File: src/rtl/fld_dp_pkg.sv
package fld_dp_pkg;
  typedef enum logic [1:0] {
    ALU_MOVE = 2'b00,
    ALU_ADD  = 2'b01,
    ALU_AND  = 2'b10,
    ALU_XOR  = 2'b11
  } alu_op_e;
endpackage

File: src/rtl/fld_rotmask.sv
module fld_rotmask #(
  parameter int DW = 8,
  parameter int SW = $clog2(DW)
) (
  input  logic [DW-1:0] data_i,
  input  logic [SW-1:0] rot_i,
  input  logic [SW-1:0] len_i,
  input  logic          mask_en_i,
  output logic [DW-1:0] data_o
);
  localparam int LW = SW + 1;

  logic [2*DW-1:0] dbl;
  logic [DW-1:0]   rot_data;
  logic [DW-1:0]   low_mask;
  logic [LW-1:0]   len_p1;

  assign len_p1   = LW'(len_i) + LW'(1);
  assign dbl      = {data_i, data_i} >> rot_i;
  assign rot_data = dbl[DW-1:0];
  assign low_mask = ~({DW{1'b1}} << len_p1);
  assign data_o   = mask_en_i ? (rot_data & low_mask) : rot_data;
endmodule

File: src/rtl/fld_alu.sv
module fld_alu
  import fld_dp_pkg::*;
#(
  parameter int DW = 8
) (
  input  alu_op_e       op_i,
  input  logic [DW-1:0] a_i,
  input  logic [DW-1:0] aux_i,
  output logic [DW-1:0] res_o,
  output logic          carry_o
);
  logic [DW:0] sum;
  assign sum = {1'b0, a_i} + {1'b0, aux_i};

  always_comb begin
    carry_o = 1'b0;
    unique case (op_i)
      ALU_MOVE: res_o = a_i;
      ALU_ADD: begin
        res_o   = sum[DW-1:0];
        carry_o = sum[DW];
      end
      ALU_AND:  res_o = a_i & aux_i;
      ALU_XOR:  res_o = a_i ^ aux_i;
      default:  res_o = a_i;
    endcase
  end
endmodule

File: src/rtl/fld_merge.sv
module fld_merge #(
  parameter int DW = 8,
  parameter int SW = $clog2(DW)
) (
  input  logic [DW-1:0] res_i,
  input  logic [DW-1:0] latch_i,
  input  logic [SW-1:0] len_i,
  input  logic [SW-1:0] pos_i,
  input  logic          opposite_i,
  output logic [DW-1:0] fld_mask_o,
  output logic [DW-1:0] data_o
);
  localparam int IW = SW + 2;

  logic          full;
  logic [IW-1:0] lo, hi;
  logic [DW-1:0] part_mask;
  logic [DW-1:0] shifted;

  assign full = &len_i;
  assign lo   = IW'(pos_i);
  assign hi   = IW'(pos_i) + IW'(len_i) + IW'(1);

  for (genvar i = 0; i < DW; i++) begin : g_bit
    assign part_mask[i] = (IW'(i) >= lo) && (IW'(i) < hi);
  end

  assign fld_mask_o = full ? {DW{1'b1}} : part_mask;
  assign shifted    = full ? res_i : (res_i << pos_i);
  assign data_o     = opposite_i ? (shifted & fld_mask_o)
                                 : ((latch_i & ~fld_mask_o) | (shifted & fld_mask_o));
endmodule

File: src/rtl/fld_regfile.sv
module fld_regfile #(
  parameter int DW    = 8,
  parameter int NREGS = 8,
  parameter int AW    = $clog2(NREGS)
) (
  input  logic          clk_i,
  input  logic          rst_ni,
  input  logic          we_i,
  input  logic [AW-1:0] waddr_i,
  input  logic [DW-1:0] wdata_i,
  input  logic [AW-1:0] raddr_i,
  output logic [DW-1:0] rdata_o,
  output logic [DW-1:0] aux_o,
  input  logic [AW-1:0] peek_addr_i,
  output logic [DW-1:0] peek_data_o
);
  logic [DW-1:0] regs_q [NREGS];

  always_ff @(posedge clk_i or negedge rst_ni) begin
    if (!rst_ni) begin
      for (int i = 0; i < NREGS; i++) regs_q[i] <= '0;
    end else if (we_i) begin
      regs_q[waddr_i] <= wdata_i;
    end
  end

  assign rdata_o     = regs_q[raddr_i];
  assign aux_o       = regs_q[0];
  assign peek_data_o = regs_q[peek_addr_i];

  assert_reg_write_lands_R6: assert property (@(posedge clk_i) disable iff (!rst_ni)
    we_i |=> regs_q[$past(waddr_i)] == $past(wdata_i));
endmodule

File: src/rtl/fld_datapath.sv
module fld_datapath
  import fld_dp_pkg::*;
#(
  parameter int DW    = 8,
  parameter int NREGS = 8,
  parameter int AW    = $clog2(NREGS),
  parameter int SW    = $clog2(DW)
) (
  input  logic          clk_i,
  input  logic          rst_ni,
  input  logic          op_valid_i,
  input  logic          src_is_bus_i,
  input  logic [AW-1:0] src_sel_i,
  input  logic          src_bank_i,
  input  logic          dst_is_bus_i,
  input  logic [AW-1:0] dst_sel_i,
  input  logic          dst_bank_i,
  input  logic [1:0]    alu_op_i,
  input  logic [SW-1:0] rot_amt_i,
  input  logic [SW-1:0] fld_len_i,
  input  logic [SW-1:0] fld_pos_i,
  input  logic [DW-1:0] bus_rd_data_i,
  output logic          bus_wr_o,
  output logic [DW-1:0] bus_wr_data_o,
  output logic          bus_wr_bank_o,
  output logic          ovf_o,
  input  logic [AW-1:0] peek_sel_i,
  output logic [DW-1:0] peek_data_o
);
  alu_op_e       op;
  logic [DW-1:0] rf_src, aux, src_data, operand, alu_res, merged, fld_mask;
  logic          carry, rf_we, opposite, bus_we;

  assign op       = alu_op_e'(alu_op_i);
  assign src_data = src_is_bus_i ? bus_rd_data_i : rf_src;
  assign opposite = src_is_bus_i && (src_bank_i != dst_bank_i);
  assign rf_we    = op_valid_i && !dst_is_bus_i;
  assign bus_we   = op_valid_i && dst_is_bus_i;

  fld_regfile #(.DW(DW), .NREGS(NREGS), .AW(AW)) u_rf (
    .clk_i, .rst_ni,
    .we_i(rf_we), .waddr_i(dst_sel_i), .wdata_i(alu_res),
    .raddr_i(src_sel_i), .rdata_o(rf_src), .aux_o(aux),
    .peek_addr_i(peek_sel_i), .peek_data_o(peek_data_o)
  );

  fld_rotmask #(.DW(DW), .SW(SW)) u_rot (
    .data_i(src_data), .rot_i(rot_amt_i), .len_i(fld_len_i),
    .mask_en_i(src_is_bus_i), .data_o(operand)
  );

  fld_alu #(.DW(DW)) u_alu (
    .op_i(op), .a_i(operand), .aux_i(aux), .res_o(alu_res), .carry_o(carry)
  );

  // bus latch background: destination prior contents or same-bank source data
  fld_merge #(.DW(DW), .SW(SW)) u_mrg (
    .res_i(alu_res), .latch_i(bus_rd_data_i), .len_i(fld_len_i), .pos_i(fld_pos_i),
    .opposite_i(opposite), .fld_mask_o(fld_mask), .data_o(merged)
  );

  always_ff @(posedge clk_i or negedge rst_ni) begin
    if (!rst_ni) begin
      bus_wr_o      <= 1'b0;
      bus_wr_data_o <= '0;
      bus_wr_bank_o <= 1'b0;
      ovf_o         <= 1'b0;
    end else begin
      bus_wr_o <= bus_we;
      if (bus_we) begin
        bus_wr_data_o <= merged;
        bus_wr_bank_o <= dst_bank_i;
      end
      if (op_valid_i && op == ALU_ADD) ovf_o <= carry;
    end
  end

  assert_ovf_hold_R5: assert property (@(posedge clk_i) disable iff (!rst_ni)
    !(op_valid_i && op == ALU_ADD) |=> $stable(ovf_o));

  assert_no_bus_write_R6: assert property (@(posedge clk_i) disable iff (!rst_ni)
    !(op_valid_i && dst_is_bus_i) |=> !bus_wr_o);

  assert_keep_outside_R7: assert property (@(posedge clk_i) disable iff (!rst_ni)
    (op_valid_i && dst_is_bus_i && !opposite) |=>
      ((bus_wr_data_o ^ $past(bus_rd_data_i)) & ~$past(fld_mask)) == '0);

  assert_opposite_zero_R9: assert property (@(posedge clk_i) disable iff (!rst_ni)
    (op_valid_i && dst_is_bus_i && opposite) |=> (bus_wr_data_o & ~$past(fld_mask)) == '0);

  assert_bank_follows_R7: assert property (@(posedge clk_i) disable iff (!rst_ni)
    (op_valid_i && dst_is_bus_i) |=> bus_wr_o && (bus_wr_bank_o == $past(dst_bank_i)));
endmodule

File: config.mk
export PLATFORM = sky130hd
export DESIGN_NAME = fld_datapath
export DESIGN_NICKNAME = d
export VERILOG_FILES = /design/src/rtl/fld_dp_pkg.sv /design/src/rtl/fld_rotmask.sv /design/src/rtl/fld_alu.sv /design/src/rtl/fld_merge.sv /design/src/rtl/fld_regfile.sv /design/src/rtl/fld_datapath.sv
export SDC_FILE = /design/constraint.sdc
export NUM_CORES = 1
export LEC_CHECK = 0
export CAP_MARGIN = 20
export CORE_MARGIN = 4
export CORE_UTILIZATION = 65
export CTS_BUF_LIST = sky130_fd_sc_hd__clkbuf_8
export DETAILED_ROUTE_END_ITERATION = 8
export GPL_TIMING_DRIVEN = 0
export PLACE_DENSITY_LB_ADDON = 0.05
export REMOVE_ABC_BUFFERS = 1
export SYNTH_ARGS = -nofsm -noshare
export SYNTH_HDL_FRONTEND = slang
export SYNTH_SLANG_ARGS = --single-unit
export TNS_END_PERCENT = 10
File: constraint.sdc
create_clock -name clk_i -period 10.42 [get_ports clk_i]
set_input_delay 1.042 -clock clk_i [delete_from_list [all_inputs] [get_ports clk_i]]
set_output_delay 1.042 -clock clk_i [all_outputs]
set_load 0.01 [all_outputs]
Word-level counts from Yosys, hierarchy flattened
Cells that the tools add are included.
Cells by class
  mux-type cells: 16
  $lt $le $gt $ge: 20
  reduce and logical (&&, ||, !) cells: 16
  $add $sub $neg: 4
  equal/unequal tests: 4
  shifts and indexed selects: 3
  bitwise gates (word level): 11
Operators by type and width (count)
  8-bit two-way mux: 10
  64-bit bitwise mux: 1
  8-bit binary-select mux with 3-bit select: 2
  8-bit AND: 4
  8-bit one-hot mux with 4 select lines: 1
  8-bit demux with 3-bit select: 1
  3-bit by 5-bit less-than comparator with 1-bit output (first input constant): 4
  8-bit NOT: 2
  16-bit by 3-bit right shift with 8-bit output: 1
  1-bit logical AND: 13
  3-bit greater-or-equal comparator (first input constant): 4
  4-bit greater-or-equal comparator (second input constant): 3
  3-bit NOT with 4-bit output: 3
  1-bit by 5-bit less-than comparator with 1-bit output (first input constant): 2
  2-bit by 5-bit less-than comparator with 1-bit output (first input constant): 2
  8-bit by 8-bit adder with 9-bit output: 1
  8-bit bitwise OR: 1
  8-bit by 3-bit << shifter with 8-bit output: 1
  8-bit by 4-bit << shifter with 8-bit output (first input constant): 1
  8-bit bitwise XOR: 1
  1-bit by 3-bit greater-or-equal comparator with 1-bit output (first input constant): 2
  2-bit by 3-bit greater-or-equal comparator with 1-bit output (first input constant): 2
  5-bit by 1-bit adder with 5-bit output (second input constant): 1
  3-bit by 1-bit adder with 4-bit output (second input constant): 1
  9 further kinds: 10
Storage, ports and cells
  output and inout bits: 19
  input port bits: 35
  word-level logic and storage cells: 86
  bits in registers: 75

Logic depth before layout (Yosys ltp)
  depth in word-level cells: 15
  gate-level depth with buffers: 22
  depth with buffers taken out: 18

By module
A second synthesis with hierarchy kept.
Unflattened totals
  cells, all modules: 483
  area total of the unflattened synthesis: 5861.9 um2
By module, submodules not included
  fld_regfile: seq. area each 1601.5 um2, times used 1, area an instance 3599.7 um2, cells each 209
  fld_merge: seq. area each 0.0 um2, times used 1, area an instance 678.2 um2, cells each 104
  fld_alu: seq. area each 0.0 um2, times used 1, area an instance 605.6 um2, cells each 72
  fld_datapath: seq. area each 275.3 um2, times used 1, area an instance 526.8 um2, cells each 36
  fld_rotmask: seq. area each 0.0 um2, times used 1, area an instance 451.7 um2, cells each 62

Worst setup path after synthesis
No wires, ideal clock.
  path kind: input -> register
  start: in src_sel_i[0]
  end: reg u_rf.regs_q[14] (netlist name)
  buffers on the path: 4
  arrival time: 4.659 ns
  required time: 10.295 ns
  setup slack: 5.636 ns
  stages: 21
  library setup time: 0.125 ns
  path through: buf_6 > buf_12 > buf_12 > mux2i_1 > a221o_1 > o211ai_1 > o2111ai_1 > and4_1 > a21oi_1 > ha_1 > inv_1 > fa_1 > nor2b_1 > o21ai_0 > a21boi_0 > o21ai_0 > and4_1 > a221oi_1 > o21ai_0 > clkbuf_1 > mux2_2
On the way
  cells in the longest elaborated chain, start to end: 11
  elaborated cells between the ends (all ways): 13
  those cells by class: add/sub (1); shift (1); mux (7); bitwise (4)
Ends and longest elaborated chain
  start: declaration: RTL line fld_datapath.sv:13  | input logic [AW-1:0] src_sel_i,
  3-bit NOT with 4-bit output (not written as such) (*): RTL line fld_regfile.sv:27  | assign rdata_o = regs_q[raddr_i];
  8-bit binary-select mux with 3-bit select (*): RTL line fld_regfile.sv:27
  8-bit two-way mux (not written as such) (*) (2 in a row): RTL line fld_regfile.sv:27
  8-bit two-way mux (*): RTL line fld_datapath.sv:35  | assign src_data = src_is_bus_i ? bus_rd_data_i : rf_src;
  16-bit by 3-bit right shift with 8-bit output (*): RTL line fld_rotmask.sv:19  | assign dbl = {data_i, data_i} >> rot_i;
  8-bit AND: RTL line fld_rotmask.sv:22  | assign data_o = mask_en_i ? (rot_data & low_mask) : rot_data;
  8-bit two-way mux (*): RTL line fld_rotmask.sv:22
  8-bit by 8-bit adder with 9-bit output, or another cell as far along: RTL line fld_alu.sv:13  | assign sum = {1'b0, a_i} + {1'b0, aux_i};
  8-bit one-hot mux with 4 select lines (*): RTL line fld_alu.sv:17  | unique case (op_i)
  64-bit bitwise mux (*): RTL line fld_regfile.sv:23  | regs_q[waddr_i] <= wdata_i;
  end signal: indexed assignment: RTL line fld_regfile.sv:23
  end: declaration: RTL line fld_regfile.sv:17  | logic [DW-1:0] regs_q [NREGS];
Mark *: on every way between the ends. The rest lies on a longest branch, timed or not. The select of a mux whose other input is x is not followed.
A chain may end at the register's enable or synchronous reset.

Worst setup path after layout
  start: in src_sel_i[1]
  end: reg u_rf.regs_q[46] (netlist name)
Same word-level chain as after synthesis.

==> flow_summary_export.csv <==
group,metric,value,unit
run_status,status,"completed",
clock_tree,postCtsResizedCells,0,
routing,ant_nets,0,
min_path,hold_class,"input port to async pin",
layout,register_area,0.00188,mm2
clock_tree,cts_htree_levels,3,
placed_design,hpwlAfterDp,13300,um
synthesis,synth-seq-cells,75,
placed_design,io_buffers,53,
sta,finalCritPeriodShare,56.7,%
sta,hold_slack,503,ps
die,io_pins,54,
routing,first_pass_iters,5,
sta,drv_slew,0,
layout,layout.cells.non_filler,767,
sta,finClkSkew,16.0,ps
grt,grt_pass1_vias,5408,
layout,mostFrequentLayoutCell,"dfrtp_1",
grt,grt_usage,33.5,%
synthesis,synthFlopType,"dfrtp_1",
synthesis,synth_top_area_cell,"dfrtp_1",
clock_tree,cts_tree,"yes",
sta,rsz0062_at_grt,"false",
sta,setup_viol,0,
die,initial_utilization,66.2,%
clock_tree,clk_latency,360,ps
flow_run,max_cap_viol_count,0,
clock_tree,cts_made_buffers,9,
grt,grt_max_degree,71,
clock_tree,clkTransAtPathRegs,90,ps
die,rows,35,
synthesis,avgSynthCellArea,9.74,um2
layout,fin_nets,705,
die,die_x,105,um
synthesis,async_flop_share,100,%
sta,fin_setup_tns,0,ps
synthesis,yosysUniqueCellTypes,80,
die,fp.dieH,105,um
routing,routedWlPerCell,24.0,um
synthesis,yosysWarningCount,0,
layout,most-common-layout-cells,"dfrtp_1, mux2_2, nand2_1, clkdlybuf4s50_1, nor2_1",
synthesis,synthCells,625,
sta,finalHoldViolations,0,
clock_tree,holdBufCountCts,0,
routing,drt_iter0_markers,539,
layout,multi_input_area,0.00390,mm2
grt,grt_antenna_before_repair,0,
grt,grt_overflow_total,0,
critical_path,end_kind,"register",
clock_tree,cts_sinks,75,
sta,fmax,169,MHz
routing,viasPerCell,7.25,
critical_path,start_kind,"input port",
routing,drt_wl_total,18400,um
pwr,p_leak,0.00281,uW
clock_tree,cts_setup_buffers,0,
die,die-area,0.0110,mm2
critical_path,required,10660,ps
grt,grt_pass1_wl,29200,um
layout,layout-drive-gt1-share,19.4,%
pwr,p_per_area,187,mW/mm2
layout,diodes,0,
critical_path,crit_path_max_fanout,8,
clock_tree,clockRootBuffer,"clkbuf_8",
critical_path,crit_arrival,6150,ps
die,core,0.00920,mm2
sta,tightest_slew,1120,ps
synthesis,synth_top_area_share,30.8,%
placed_design,dp.cells,747,
synthesis,seq_area_frac_synth,30.8,%
synthesis,synthTopCellsByArea,"dfrtp_1, mux2_2, mux4_2",
layout,fillers,672,
pwr,peakVddDrop,0.126,mV
layout,area_delta_synth_final,12.6,%
synthesis,syn_area,0.00609,mm2
critical_path,path_class,"input port to register",
routing,via_count,5562,
sta,relSlewSlack,25.3,%
clock_tree,cts_buffer_depth,2,
routing,drcViolationCount,0,
sta,fin_crit,5900,ps
synthesis,synth-edff-count,0,
placed_design,globalplace.congestion,0.981,
[per-layer routing]
layer / routed length (um) / track usage [%] / vias to the layer above
li1: - / - / 2461
met1: 7890 / 47.6 / 2740
met2: 8460 / 52.3 / 309
met3: 1480 / 5.87 / 52
met4: 578 / 10.8 / 0
met5: 0 / 0 / -
[worst max-delay path: stages]
cell and delay [ps]:
clkdlybuf4s50_1 570, nand2b_1 500, o22ai_1 330, o311ai_2 480, o22ai_1 210, a2111oi_4 530
inv_1 110, fa_1 460, nor2b_1 130, o21ai_0 130, a21boi_0 200, o21ai_0 150
and4_1 240, a221oi_1 210, o21ai_0 320, buf_4 280, mux2_2 260
[final timing paths]
check	start	endpoint	slack [ps]	cells after the start
worst max-delay path	src_sel_i[1]	u_rf.regs_q[46]$_DFFE_PN0P_	4520	17
worst min-delay path	rst_ni	bus_wr_bank_o$_DFFE_PN0P_	500	1
worst max register to register	u_rf.aux_o[4]$_DFFE_PN0P_	bus_wr_data_o[5]$_DFFE_PN0P_	5650	15
worst min register to register	bus_wr_bank_o$_DFFE_PN0P_	bus_wr_bank_o$_DFFE_PN0P_	510	2
max in group asynchronous	rst_ni	u_rf.regs_q[48]$_DFFE_PN0P_	9340	2
min in group clk_i	bus_wr_bank_o$_DFFE_PN0P_	bus_wr_bank_o$_DFFE_PN0P_	510	2
[metrics by stage]
step | utilization (%) | power, uW | cell area, um2 | setup WS, ps
3_5_place_dp | 71.7 | 1010 | 6590 | 3830
2_1_floorplan | - | 802 | 5850 | 5740
5_1_grt | 74.5 | 1340 | 6850 | 4180
6_report | 74.5 | 1280 | 6850 | 4520
4_1_cts | 74.0 | 1260 | 6800 | 4220
3_3_place_gp | 70.9 | 979 | 6520 | 3020
[synthesized netlist by cell type (all sizes together) (4+ instances only)]
cell,count
dfrtp,75
mux2,62
nand2,55
nor2,45
a21oi,39
clkbuf,31
o21ai,29
mux2i,22
inv,20
ha,17
mux4,17
o31ai,17
buf,16
o311ai,13
nor3,11
nand3,9
o22ai,9
o211ai,8
a22oi,7
a22o,6
nand2b,6
nor2b,6
nor3b,6
a21boi,5
a41oi,5
and3,5
nand3b,5
o2111ai,5
o21a,5
o2bb2ai,5
a2111oi,4
a211oi,4
a32oi,4
[state kept, by name (all words and copies together), names as in the netlist]
signal	cells
bus_wr_bank_o	1
bus_wr_data_o	8
bus_wr_o	1
ovf_o	1
u_rf.aux_o	8
u_rf.regs_q	56
[cells by family (layout without fill, tap and decap cells)]
group,after synthesis,in the layout,share of synthesized area [%]
AOI/OAI and AO/OA,193,193,24.5
xor gates and xnor gates,4,4,0.576
adders and majority gates,19,19,4.15
buffers and inverters,68,99,5.22
DFF,75,75,30.8
muxes,101,101,21.6
and+or+nand+nor,165,165,13.1
[area by class of cell]
| class | count | area share [%] |
|---|---|---|
| Clock buffer | 10 | 2.01 |
| Clock inverter | 6 | 1.06 |
| Inverter | 21 | 1.15 |
| Multi-Input combinational cell | 482 | 56.9 |
| Sequential cell | 75 | 27.4 |
| Timing Repair Buffer | 62 | 9.42 |
| Tap cell | 111 | 2.03 |
[power by group]
group          switching, uW  internal, uW
logic                    290           274
clock network            126           120
registers               85.3           384
Power figures use the tool's default switching activity.
